## config.mk

```make
export PLATFORM = sky130hd
export DESIGN_NAME = bfimm_expander
export DESIGN_NICKNAME = d
export VERILOG_FILES = /design/src/rtl/bfimm_pkg.sv /design/src/rtl/bfimm_field_decode.sv /design/src/rtl/bfimm_lzc.sv /design/src/rtl/bfimm_sp2dp.sv /design/src/rtl/bfimm_expander.sv
export SDC_FILE = /design/constraint.sdc
export NUM_CORES = 1
export LEC_CHECK = 0
export BUFFER_PORTS_ARGS = -buffer_cell sky130_fd_sc_hd__buf_4
export CAP_MARGIN = 5
export CORE_MARGIN = 4
export CORE_UTILIZATION = 35
export CTS_BUF_LIST = sky130_fd_sc_hd__clkbuf_8 sky130_fd_sc_hd__clkbuf_16
export CTS_CLUSTER_SIZE = 12
export DETAILED_ROUTE_END_ITERATION = 6
export GPL_TIMING_DRIVEN = 0
export PLACE_DENSITY = 0.68
export SETUP_SLACK_MARGIN = 0.1
export SYNTH_ARGS = -nofsm -noshare
export SYNTH_HDL_FRONTEND = slang
export SYNTH_SLANG_ARGS = --single-unit
```

## constraint.sdc

```tcl
create_clock -name clk -period 2.2 [get_ports clk]
set_input_delay 0.22 -clock clk [delete_from_list [all_inputs] [get_ports clk]]
set_output_delay 0.22 -clock clk [all_outputs]
set_load 0.01 [all_outputs]
```

## src/rtl/bfimm_pkg.sv

```systemverilog
package bfimm_pkg;

    localparam int INSN_W      = 32;
    localparam int MAJ_W       = 6;
    localparam int EXT_W       = 5;
    localparam int REG_W       = 5;
    localparam int BF_W        = 16;
    localparam int SP_W        = 32;
    localparam int SP_EXP_W    = 8;
    localparam int SP_FRAC_W   = 23;
    localparam int DP_W        = 64;
    localparam int DP_EXP_W    = 11;
    localparam int DP_FRAC_W   = 52;
    localparam int SP_BIAS     = 127;
    localparam int DP_BIAS     = 1023;
    localparam int BIAS_DELTA  = DP_BIAS - SP_BIAS;
    localparam int FRAC_PAD    = DP_FRAC_W - SP_FRAC_W;
    localparam int WIDEN_PAD   = SP_W - BF_W;

    // MSB-0 field positions
    localparam int MAJ_POS     = 0;
    localparam int REG_POS     = 6;
    localparam int IMM_LO_POS  = 11;
    localparam int IMM_LO_W    = 15;
    localparam int EXT_POS     = 26;
    localparam int IMM_HI_POS  = 31;

    typedef enum logic [2:0] {
        CLS_ZERO,
        CLS_SUBN,
        CLS_NORM,
        CLS_INF,
        CLS_NAN
    } fp_class_e;

    typedef struct packed {
        logic                 sign;
        logic [SP_EXP_W-1:0]  exp;
        logic [SP_FRAC_W-1:0] frac;
    } sp_fields_t;

    typedef struct packed {
        logic                 sign;
        logic [DP_EXP_W-1:0]  exp;
        logic [DP_FRAC_W-1:0] frac;
    } dp_fields_t;

    typedef struct packed {
        logic             hit;
        logic [REG_W-1:0] fpr;
        logic [BF_W-1:0]  imm;
    } decoded_t;

    // LSB index of MSB-0 bit position p in an INSN_W-bit word
    function automatic int msb0(input int p);
        return INSN_W - 1 - p;
    endfunction

    function automatic fp_class_e classify(input sp_fields_t s);
        if (s.exp == '1)
            return (s.frac == '0) ? CLS_INF : CLS_NAN;
        else if (s.exp == '0)
            return (s.frac == '0) ? CLS_ZERO : CLS_SUBN;
        else
            return CLS_NORM;
    endfunction

endpackage

```

## src/rtl/bfimm_field_decode.sv

```systemverilog
module bfimm_field_decode
    import bfimm_pkg::*;
#(
    parameter logic [MAJ_W-1:0] MAJOR_OP = 6'd59,
    parameter logic [EXT_W-1:0] EXT_OP   = 5'd22
) (
    input  logic [INSN_W-1:0] word,
    output decoded_t          dec
);

    logic [MAJ_W-1:0]    maj_f;
    logic [EXT_W-1:0]    ext_f;
    logic [REG_W-1:0]    reg_f;
    logic [IMM_LO_W-1:0] imm_lo;

    genvar g;
    generate
        for (g = 0; g < MAJ_W; g++) begin : g_maj
            assign maj_f[MAJ_W-1-g] = word[msb0(MAJ_POS + g)];
        end
        for (g = 0; g < EXT_W; g++) begin : g_ext
            assign ext_f[EXT_W-1-g] = word[msb0(EXT_POS + g)];
        end
        for (g = 0; g < REG_W; g++) begin : g_reg
            assign reg_f[REG_W-1-g] = word[msb0(REG_POS + g)];
        end
        for (g = 0; g < IMM_LO_W; g++) begin : g_imm
            assign imm_lo[IMM_LO_W-1-g] = word[msb0(IMM_LO_POS + g)];
        end
    endgenerate

    always_comb begin
        dec.hit = (maj_f == MAJOR_OP) && (ext_f == EXT_OP);
        dec.fpr = reg_f;
        dec.imm = {word[msb0(IMM_HI_POS)], imm_lo};
    end

endmodule

```

## src/rtl/bfimm_lzc.sv

```systemverilog
module bfimm_lzc #(
    parameter int WIDTH = 23,
    localparam int CNT_W = $clog2(WIDTH + 1)
) (
    input  logic [WIDTH-1:0] vec,
    output logic [CNT_W-1:0] cnt
);

    always_comb begin
        cnt = CNT_W'(WIDTH);
        for (int i = 0; i < WIDTH; i++) begin
            if (vec[i])
                cnt = CNT_W'(WIDTH - 1 - i);
        end
    end

endmodule

```

## src/rtl/bfimm_sp2dp.sv

```systemverilog
module bfimm_sp2dp
    import bfimm_pkg::*;
(
    input  sp_fields_t sp,
    output dp_fields_t dp
);

    localparam int LZ_W = $clog2(SP_FRAC_W + 1);

    fp_class_e             cls;
    logic [LZ_W-1:0]       lz;
    logic [SP_FRAC_W:0]    sub_shift;
    logic [SP_FRAC_W-1:0]  sub_frac;
    logic [DP_EXP_W-1:0]   sub_exp;
    logic [DP_EXP_W-1:0]   norm_exp;

    bfimm_lzc #(.WIDTH(SP_FRAC_W)) lzc_i (
        .vec (sp.frac),
        .cnt (lz)
    );

    always_comb begin
        cls       = classify(sp);
        sub_shift = {sp.frac, 1'b0} << lz;
        sub_frac  = sub_shift[SP_FRAC_W-1:0];
        sub_exp   = DP_EXP_W'(BIAS_DELTA) - DP_EXP_W'(lz);
        norm_exp  = DP_EXP_W'(sp.exp) + DP_EXP_W'(BIAS_DELTA);

        dp.sign = sp.sign;
        unique case (cls)
            CLS_ZERO: begin
                dp.exp  = '0;
                dp.frac = '0;
            end
            CLS_SUBN: begin
                dp.exp  = sub_exp;
                dp.frac = {sub_frac, {FRAC_PAD{1'b0}}};
            end
            CLS_INF, CLS_NAN: begin
                dp.exp  = '1;
                dp.frac = {sp.frac, {FRAC_PAD{1'b0}}};
            end
            default: begin
                dp.exp  = norm_exp;
                dp.frac = {sp.frac, {FRAC_PAD{1'b0}}};
            end
        endcase
    end

endmodule

```

## src/rtl/bfimm_expander.sv

```systemverilog
module bfimm_expander
    import bfimm_pkg::*;
#(
    parameter logic [MAJ_W-1:0] MAJOR_OP = 6'd59,
    parameter logic [EXT_W-1:0] EXT_OP   = 5'd22
) (
    input  logic              clk,
    input  logic              rst,
    input  logic              insn_valid,
    input  logic [INSN_W-1:0] insn_word,
    output logic              res_valid,
    output logic [REG_W-1:0]  res_fpr,
    output logic [DP_W-1:0]   res_value
);

    decoded_t   dec;
    sp_fields_t sp;
    dp_fields_t dp;
    logic       accept;

    bfimm_field_decode #(
        .MAJOR_OP (MAJOR_OP),
        .EXT_OP   (EXT_OP)
    ) dec_i (
        .word (insn_word),
        .dec  (dec)
    );

    assign sp = sp_fields_t'({dec.imm, {WIDEN_PAD{1'b0}}});

    bfimm_sp2dp cvt_i (
        .sp (sp),
        .dp (dp)
    );

    assign accept = insn_valid && dec.hit;

    always_ff @(posedge clk) begin
        if (rst) begin
            res_valid <= 1'b0;
            res_fpr   <= '0;
            res_value <= '0;
        end else begin
            res_valid <= accept;
            if (accept) begin
                res_fpr   <= dec.fpr;
                res_value <= dp;
            end
        end
    end

endmodule

```

======== Word level (Yosys, flattened, before mapping) ========
Cells that the tools add are included.
storage, ports and cells
  output and inout bits ................... 70
  flip-flop bits (word level) ............. 70
  input bits .............................. 35
operators by class
  shift-type cells ........................ 1
  equal/unequal tests ..................... 6
  mux-type cells .......................... 12
  add/sub/neg operators ................... 2
  reduce and logical (&&, ||, !) cells .... 6
operators with widths
  cell                                                  count
  one-hot mux 63 bit (3 select lines)                   1
  2-to-1 mux 5 bit                                      7
  left shift 24 x 5 -> 23 bit                           1
  logical NOT 23 bit                                    1
  adder 8 x 10 -> 11 bit (second input constant)        1
  subtractor 10 x 5 -> 11 bit (first input constant)    1
  2-to-1 mux 3 bit                                      3
  equality test 8 bit (second input constant)           1
  logical NOT 8 bit                                     1
  equality test 6 bit (second input constant)           1
  equality test 5 bit (second input constant)           1
  equality test 3 x 1 -> 1 bit (second input constant)  1
  equality test 3 x 2 -> 1 bit (second input constant)  1
  equality test 3 bit (second input constant)           1
  logical NOT 3 bit                                     1
  logical AND 1 bit                                     2
  OR reduction 2 bit                                    1
  2-to-1 mux 1 bit                                      1

======== Logic depth before layout (Yosys ltp) ========
Gate-level depths: netlist of the first run.
  word-level depth ........................ 9
  depth in mapped cells ................... 9

======== Modules after synthesis ========
A second synthesis of the first run with hierarchy kept.
second synthesis, totals
  cell total of the unflattened synthesis .. 612
  area total of the unflattened synthesis .. 5320.1 sq um
modules (own cells, without submodules)
  module              area each (sq um)  sequential area each (sq um)  cells an instance  instances
  bfimm_expander      3032.9             1401.3                        318                1
  bfimm_sp2dp         1859.3             0.0                           227                1
  bfimm_lzc           236.5              0.0                           42                 1
  bfimm_field_decode  191.4              0.0                           25                 1

======== Worst setup path after synthesis of the first run ========
Ideal clock, no wire load.
  path type ............................... input to register
  from .................................... input insn_word[8]
  to ...................................... register res_value[54]
  library setup time ...................... 0.132 ns
  arrival time ............................ 1.519 ns
  stages .................................. 7
  buffers on the path ..................... 1
  slack ................................... 0.549 ns
  cell sequence ........................... clkbuf_2 > nor2_1 > o31ai_1 > ha_1 > ha_1 > a211oi_1 > nor3_1
between the ends
  longest elaborated chain between the ends .. 7
  elaborated cells between the ends (all ways) .. 17
RTL lines
  element                                                                   line                                               RTL
  from (decl)                                                               bfimm_expander.sv:10                               input logic [INSN_W-1:0] insn_word,
  2-to-1 mux 5 bit / logical NOT 23 bit (equally long branches)             bfimm_lzc.sv:12, bfimm_pkg.sv:61, bfimm_pkg.sv:63
  2-to-1 mux 5 bit / 2-to-1 mux 1 bit (equally long branches)               bfimm_lzc.sv:12, bfimm_pkg.sv:63
  2-to-1 mux 5 bit / 2-to-1 mux 3 bit (equally long branches)               bfimm_lzc.sv:12, bfimm_pkg.sv:62
  2-to-1 mux 5 bit / 2-to-1 mux 3 bit (equally long branches)               bfimm_lzc.sv:12, bfimm_pkg.sv:60
  2-to-1 mux 5 bit, or another cell as far along                            bfimm_lzc.sv:12                                    if (vec[i])
  subtractor 10 x 5 -> 11 bit / OR reduction 2 bit (equally long branches)  bfimm_sp2dp.sv:26, bfimm_sp2dp.sv:30
  one-hot mux 63 bit (3 select lines) (*)                                   bfimm_sp2dp.sv:30                                  unique case (cls)
  to (signal assigned)                                                      bfimm_expander.sv:47                               res_value <= dp;
  to (decl)                                                                 bfimm_expander.sv:13                               output logic [DP_W-1:0] res_value
Every way passes the cells marked *; elsewhere a longest branch is shown, timed or not.
A chain may end at the register's enable or synchronous reset.

======== Worst setup path in the final report of the first run ========
  from .................................... input insn_word[10]
  to ...................................... register res_value[54]
between the ends
  longest elaborated chain between the ends .. 7
  elaborated cells between the ends (all ways) .. 15
RTL lines
  element                                                              line
  branches (longest 6 deep; another with subtractor 10 x 5 -> 11 bit)  --
  one-hot mux 63 bit (3 select lines) (*)                              bfimm_sp2dp.sv:30
Every way passes the cells marked *.

==> metrics.cfg, run 1 <==
[setup_path]
path_common_cell=ha_1
slowest_stage=o31ai_1
worstSetupPathType=input port to flop
worstRegToRegCells=3
critPathLaunchType=input port
path_max_fanout=10
slowest_delay_ns=0.57
cp.arrival_ns=1.93
path_cells=buf_4 -> clkbuf_1 -> o31ai_1 -> ha_1 -> ha_1 -> a211oi_1 -> nor3_1
end_kind=flop
required_ns=2.33

[detailed_routing]
wl_per_cell_um=11.53
totalWireLength_um=4313
vias=1716
vias_per_cell=4.588
drt-initial-drc-count=100
route.detailed.drc=0
first_pass_iters=4
ant_nets=0

[synthesis]
synth_xor_area_share_pct=0
synth_fa_ha_area_share_pct=1.516
synth_top_family_by_area=buffers and inverters
ys_seq_area_share_pct=29.11
synth_area_um2=1650
avgSynthCellArea_um2=7.570
synth_seq_cells=24
synth-simple-area-share_pct=23.05
synthMuxAreaShare_pct=0
yosys.cell_types.count=39
yosys_warnings=0
postSynthCellCount=218
synth_compound_area_share_pct=20.32

[finish]
area_delta_synth_final_pct=43.75
regArea_um2=480.5
layout.nets=360
instances_no_fill=374
drive_above_1_share_pct=35.40
nFillCells=453
diodes=0
multi_input_area_um2=909.6
utilization_pct=53.38

[place]
port_buffers=56
dpl.hpwl_um=3556
gp_congestion=0.9221
place_inst=370

[clock_tree]
clk_path_buf_depth=2
post_cts_buffers=0
clock-sinks=24
cts-buffers-inserted=3
htreeDepth=1
cts_tree=built
clockRootBuffer=clkbuf_8
cts.repair.resized=0
clk_pin_slew_worst_paths_ns=0.08
clk_latency_ns=0.26
ctsHoldBuffers=0

[sta]
holdWs_ns=0.1649
rsz0062_at_grt=false
min_period_ns=1.795
finalHoldViolCount=0
drv_slew=0
tightest_slew_ns=0.5596
finalSetupViolCount=0
fmax_ghz=0.5571
skew_ns=0
fin_setup_tns_ns=0
post-route-period-util_pct=81.59
relSlewSlack_pct=62.37

[grt]
grt_pass1_vias=1496
grt_max_degree=15
grt_pass1_wl_um=6955
grt-ovfl-total=0
antenna_found_initial=0
grt_usage_pct=14.10

[floorplanning]
initial_utilization_pct=37.13
rows=24
die_width_um=76.67
coreArea_um2=4444
dieArea_um2=5878
io_pins=105
die_h_um=76.67

[power_and_ir_drop]
power_density_nw_per_um2=434.3
power_uw=1030
vdd_drop_max_v=0.0002280
p_leak_uw=0.001141

[min_path]
worstHoldPathType=input port to flop
whs_path_depth=2

[run_status]
status=complete, no violations

[job]
max_cap_viol_count=0

==> cells in the mapped netlist, drive strengths merged <==
master	number	area share [%]
nor3	13	3.9
o22ai	2	0.76
o2bb2ai	1	0.53
or3	2	0.76
nand4	1	0.38
o2111ai	1	0.53
a21oi	21	6.4
nor4	3	2.0
and2	1	0.38
o21bai	1	0.46
a211oi	5	2.3
a211o	2	1.1
inv	5	1.1
nor3b	3	1.4
ha	2	1.5
a21o	1	0.46
buf	50	23
a221oi	2	1.1
a2111oi	2	1.1
nand2	22	5.0
nand3	3	0.91
a2bb2oi	2	1.1
or4	1	0.68
conb	1	0.23
o21ai	3	0.91
dfxtp	24	29
o31ai	1	0.46
o211ai	4	1.8
nor2b	2	0.76
a31oi	4	1.5
clkbuf	9	2.1
nand4b	3	1.6
nand2b	2	0.76
nor2	19	4.5
==> layer usage <==
| metal | part of all wire [%] | wire (um) | track usage (%) |
|---|---|---|---|
| met1 | 43 | 1844 | 18.71 |
| met2 | 45 | 1949 | 21.52 |
| met3 | 11 | 460 | 3.747 |
| met4 | 1.3 | 58 | 5.797 |
| met5 | 0 | 0 | 0 |
==> placed cells by master (no fill, tap or decap), types with 4 or more instances in the layout <==
master,count
nor3_1,13
a21oi_1,21
nor2_1,18
a211oi_1,5
conb_1,45
dfxtp_1,24
o211ai_1,4
clkbuf_1,8
nand2_1,22
buf_4,102
inv_1,5
a31oi_1,4
==> registers in the layout, summed over array words and instances, names as in the netlist <==
register	cells
res_valid	1
res_fpr	5
res_value	18
==> cells by family (layout without fill, tap and decap cells) <==
family / after synthesis / in the layout
fa+ha+maj: 2 / 2
compound gates: 52 / 52
flops: 24 / 24
other cells: 1 / 45
buf+inv: 64 / 124
simple gates: 75 / 75
==> layout make-up <==
| type | count | share of cell area [%] |
|---|---|---|
| Buffer | 59 | 17.14 |
| Clock inverter | 1 | 1.266 |
| Inverter | 5 | 0.7911 |
| Timing Repair Buffer | 56 | 17.72 |
| Multi-Input combinational cell | 174 | 38.34 |
| Clock buffer | 3 | 1.741 |
| Sequential cell | 24 | 20.25 |
| Tap cell | 52 | 2.743 |
==> power breakdown <==
group / switching, uW / internal, uW
sequential: 0.0584 / 434
combinational: 109 / 112
clock: 132 / 243
total: 241 / 789
==> per-stage QoR <==
step | instance area, um2 | worst slack [ns]
after floorplan | 1815 | 0.5494
after global placement | 2301 | 0.1935
after detailed placement | 2301 | 0.1717
after CTS | 2372 | 0.4495
after global routing | 2372 | 0.2206
final | 2372 | 0.4050
==> worst max-delay path, delay by kind of cell <==
family | cells | cell delay, ns
compound gates | 2 | 0.80
fa+ha+maj | 2 | 0.51
simple gates | 1 | 0.08
buf+inv | 2 | 0.32
==> path summary, 6_finish.rpt <==
| kind | to | slack [ns] | startpoint |
|---|---|---|---|
| setup / recovery | res_value[54] | 0.41 | insn_word[10] |
| hold / removal | res_value[48] | 0.16 | rst |
| setup reg to reg | res_value[51] | 1.40 | res_value[51] |
| hold reg to reg | res_value[63] | 0.46 | res_value[63] |
Power figures use the tool's default switching activity.
==> run 2, diff against run 1 <==
PLACE_DENSITY = 0.71   (was 0.68)
clock period = 1.55 ns   (was 2.2 ns; I/O delays follow)
==> run 2 against run 1 <==
  * Clock power is 48% higher
  * Power is 51% higher
  * Register-to-register slack worse by 0.68 ns
  * Critical path depth stayed put
  * First-iteration DRC count is 9.0% lower
  * Utilization is 6.2 points higher
  * Clock skew stayed put
  * Sequential share of layout area is 2.1 points lower
  * Highest routed layer unchanged
==> metrics.cfg, run 2 (synthesis results as in run 1) <==
[run_status]
status=complete, no violations

[setup_path]
crit_family=compound AO/OA/AOI/OAI gates
worstSetupPathType=input port to flop
cp.depth=7
end_kind=flop
r2r_slack_ns=0.72
worstRegToRegCells=3
r2r-end=res_value[51]
rr_startpoint=res_value[51]
critPathLaunchType=input port
path_cells=buf_4 -> nor4_2 -> nand2_2 -> clkbuf_4 -> a21oi_2 -> o2111ai_1 -> a211oi_1
cp_num_buf_inv=2
slowest_delay_ns=0.34
path_max_fanout=10
slowest_stage=nor4_2
crit_start=insn_word[13]
required_ns=1.74
cp.arrival_ns=1.65
endpoint=res_value[49]

[grt]
grt_max_degree=15
grt-ovfl-total=0
antenna_found_initial=0
grt_pass1_vias=1644
grt_pass1_wl_um=7776
grt_usage_pct=15.68

[detailed_routing]
first_pass_iters=4
vias_per_cell=4.663
drt-initial-drc-count=91
ant_nets=0
totalWireLength_um=5024
vias=1800
route.detailed.drc=0
wl_per_cell_um=13.02

[finish]
diodes=0
largest_reg_flops=18
reg.largest.list=res_value (18), res_fpr (5), res_valid (1)
instances_no_fill=386
nFillCells=390
final_cell_mix=115 x buf_4, 45 x conb_1, 24 x dfxtp_1
layout.nets=372
finish.instance_area_um2=2646
area_delta_synth_final_pct=60.35
drive_above_1_share_pct=45.51
regArea_um2=480.5
regMostFlops=res_value
final_common_cell=buf_4
multi_input_area_um2=1050

[floorplanning]
io_pins=105
rows=24
die_width_um=76.67
coreArea_um2=4444
initial_utilization_pct=37.13
die_h_um=76.67
dieArea_um2=5878

[power_and_ir_drop]
seqPwrFrac_pct=39.7
p_int_uw=1159
p_comb_share_pct=24.5
p_sw_uw=391.7
power_density_nw_per_um2=586.0
p_leak_uw=0.001243
vdd_drop_max_v=0.0003468
p_clk_share_pct=35.7
p_sw_share_pct=25.26

[clock_tree]
ctsHoldBuffers=0
cts_tree=built
clock-sinks=24
cts-buffers-inserted=3
clk_path_buf_depth=2
clk_pin_slew_worst_paths_ns=0.09
htreeDepth=1
clk_latency_ns=0.27
clockRootBuffer=clkbuf_8

[sta]
drv_slew=0
post-route-period-util_pct=93.91
skew_ns=0
relSlewSlack_pct=63.67
finalHoldViolCount=0
fmax_ghz=0.6870
tightest_slew_ns=0.5450
fin_setup_tns_ns=0
setup_slack_ns=0.09436
holdWs_ns=0.08356
rsz0062_at_grt=true
min_period_ns=1.456
finalSetupViolCount=0

[job]
max_cap_viol_count=0

[min_path]
whs_path_depth=2
min-delay-start=rst
worstHoldPathType=input port to flop

[place]
gp_congestion=0.8330
place_inst=370
dpl.hpwl_um=3630
port_buffers=56
placed_area_um2=2325
pre_cts_ws_ns=-0.3229

-- run 2: cell types whose count changed in the layout (fill, tap and decap cells not counted), moves of 5 or more --
cell,before,now
buf_4,102,115
nor3_1,13,7
nor3_2,0,6
clkbuf_1,8,3
-- run 2: how the worst min path moves through the flow --
| stage | end | slack [ns] |
|---|---|---|
| floorplan | res_value[48] | 0.23 |
| global placement | res_value[47] | 0.37 |
| CTS | res_value[47] | 0.09 |
| detailed placement | res_value[47] | 0.37 |
| finish | res_value[47] | 0.08 |
| global route | res_value[47] | 0.09 |
-- run 2: cell type report --
cell class / count / area share (%)
well taps: 52 / 2.459
multi-input cells: 174 / 39.67
inverters: 5 / 0.7092
clock buffers: 3 / 1.560
clock inverters: 1 / 1.135
repair buffers: 68 / 19.29
plain buffers: 59 / 17.02
flip-flops and latches: 24 / 18.16
-- run 2: per-layer routing --
| layer | part of all wire (%) | vias to the layer above | wire length [um] | GRT usage, % |
|---|---|---|---|---|
| met1 | 40 | 784 | 2028 | 20.75 |
| met3 | 9.3 | 7 | 467 | 3.747 |
| met2 | 49 | 104 | 2457 | 25.00 |
| met4 | 1.4 | 0 | 70 | 5.072 |
| li1 | - | 905 | - | - |
| met5 | 0 | - | 0 | 0 |
-- run 2: per-stage QoR --
stage,util [%],total power (uW)
after CTS,54.73,1495
after global routing,59.54,1617
after floorplan,-,847.9
after detailed placement,52.31,942.7
final,59.54,1551
after global placement,52.31,941.5
-- run 2: power by group through the flow --
stage,Combinational (uW),Clock [uW],Sequential (uW)
after floorplan,217,0,631
after global placement,311,0,631
after detailed placement,312,0,631
after CTS,323,555,616
after global routing,415,585,616
final,380,554,616
-- run 2: what timing repair did --
| item | in CTS | in global routing |
|---|---|---|
| pin swaps | 3 | 11 |
| endpoints found under the setup margin | 5 | 17 |
| setup buffers | 2 | 10 |
| resized for setup | 5 | 37 |
-- run 2: worst register-to-register path: cells and delay by family, from the launching register on --
family	cells	cell delay, ns
flip-flops	1	0.34
AND/OR/NAND/NOR	1	0.05
AO/OA/AOI/OAI	2	0.37
==> run 3, diff against run 2 <==
CTS_CLUSTER_DIAMETER = 100   (was unset)
PLACE_DENSITY = 0.68   (was 0.71)
REMOVE_ABC_BUFFERS = 1   (was unset)
clock period = 1.4 ns   (was 1.55 ns; I/O delays follow)
==> run 3 against run 2 <==
  * Register-to-register slack lost 0.10 ns
  * Global-route usage shrank 1.5 points
  * Routed wire length shrank 9.1%
  * Critical path depth is the same
  * Die area is the same
  * Setup slack lost 0.020 ns
  * Sequential share of layout area grew 3.1 points
  * Critical endpoint is now res_value[57]
==> metrics.cfg, run 3 (synthesis results as in run 1) <==
[floorplanning]
die_h_um=76.67
io_pins=105
initial_utilization_pct=37.13
coreArea_um2=4444
die_width_um=76.67
dieArea_um2=5878
rows=24

[power_and_ir_drop]
power_uw=1439
p_leak_uw=0.0009726
power_density_nw_per_um2=637.9
vdd_drop_max_v=0.0002894

[detailed_routing]
ant_nets=0
first_pass_iters=4
drt-initial-drc-count=95
vias=1653
vias_per_cell=4.949
route.detailed.drc=0
wl_per_cell_um=13.67
totalWireLength_um=4567

[sta]
post-route-period-util_pct=94.67
min_period_ns=1.325
skew_ns=0
finalHoldViolCount=0
rsz0062_at_grt=true
fmax_ghz=0.7545
finalSetupViolCount=0
drv_slew=0

[grt]
grt_pass1_wl_um=6975
grt_pass1_vias=1505
grt_max_degree=25
grt_usage_pct=14.17
grt-ovfl-total=0
antenna_found_initial=0

[setup_path]
end_kind=flop
path_max_fanout=7
cp.arrival_ns=1.47
required_ns=1.55
worstSetupPathType=input port to flop
critPathLaunchType=input port

[finish]
final_cell_mix=69 x buf_4, 45 x conb_1, 24 x dfxtp_1
drive_above_1_share_pct=35.46
diodes=0
regMostFlops=res_value
layout.nets=320
largest_reg_flops=18
nFillCells=432
utilization_pct=50.76
final_common_cell=buf_4
instances_no_fill=334
finish.instance_area_um2=2256
area_delta_synth_final_pct=36.69
reg.largest.list=res_value (18), res_fpr (5), res_valid (1)

[run_status]
status=complete, no violations

[place]
place_inst=315
dpl.hpwl_um=3118
placed_area_um2=1937
gp_congestion=0.8741
port_buffers=59

[clock_tree]
clk_pin_slew_worst_paths_ns=0.08
clk_latency_ns=0.26
cts-buffers-inserted=3
htreeDepth=1
clock-sinks=24
clk_path_buf_depth=2
cts_tree=built
ctsHoldBuffers=0
clockRootBuffer=clkbuf_8

[min_path]
worstHoldPathType=input port to flop

[job]
max_cap_viol_count=0

==> run 3: report_power, final <==
part           total [uW]  switching, uW  internal (uW)  leakage, uW
clock network         459            209            250    0.0000288
registers             682         0.0939            682     0.000193
logic                 298            179            119     0.000751
==> run 3: timing repair <==
item	CTS	global route
resized for setup	20	12
setup endpoints to repair	23	13
buffers inserted	10	3
pin swaps	10	8
gates cloned	2	0
hold endpoints to repair	0	0
==> run 3: cell type report <==
class | count | area (um2) | share of cell area [%]
well taps | 52 | 65.06 | 2.884
multi-input cells | 176 | 1057 | 46.87
clock buffers | 4 | 55.05 | 2.440
flip-flops and latches | 24 | 480.5 | 21.30
repair buffers | 73 | 579.3 | 25.68
inverters | 5 | 18.77 | 0.8319
==> run 3: path summary, 6_finish.rpt <==
| check | from | endpoint | slack [ns] | depth (start not counted) |
|---|---|---|---|---|
| max | insn_word[11] | res_value[57] | 0.07 | 7 |
| min reg2reg | res_fpr[2] | res_fpr[2] | 0.46 | 2 |
| max reg2reg | res_value[51] | res_value[51] | 0.62 | 3 |
| min | insn_word[0] | res_value[63] | 0.12 | 3 |
==> run 3: layer usage <==
| layer | GRT usage, % | vias to the layer above | share of wire (%) |
|---|---|---|---|
| met4 | 6.522 | 0 | 0.79 |
| met5 | 0 | - | 0 |
| met1 | 16.49 | 755 | 40 |
| met3 | 2.810 | 2 | 8.4 |
| li1 | - | 808 | - |
| met2 | 24.83 | 88 | 51 |
==> run 3: through the flow <==
step                hold WS (ns)   TNS [ns]  worst slack [ns]
floorplan                 0.2091     -7.897           -0.5296
detailed placement        0.3983     -7.469           -0.5231
global route              0.1283  -0.002972         -0.002972
global placement          0.3889     -25.83            -1.449
finish                    0.1171          0           0.07460
CTS                       0.1134          0           0.06927
==> run 3: worst max-delay path, stage by stage <==
cell and delay, ns:
buf_12 0.11, or4_4 0.54, nor4_4 0.23, buf_4 0.20, nor3_4 0.05, nor3_2 0.14
nor3_1 0.05
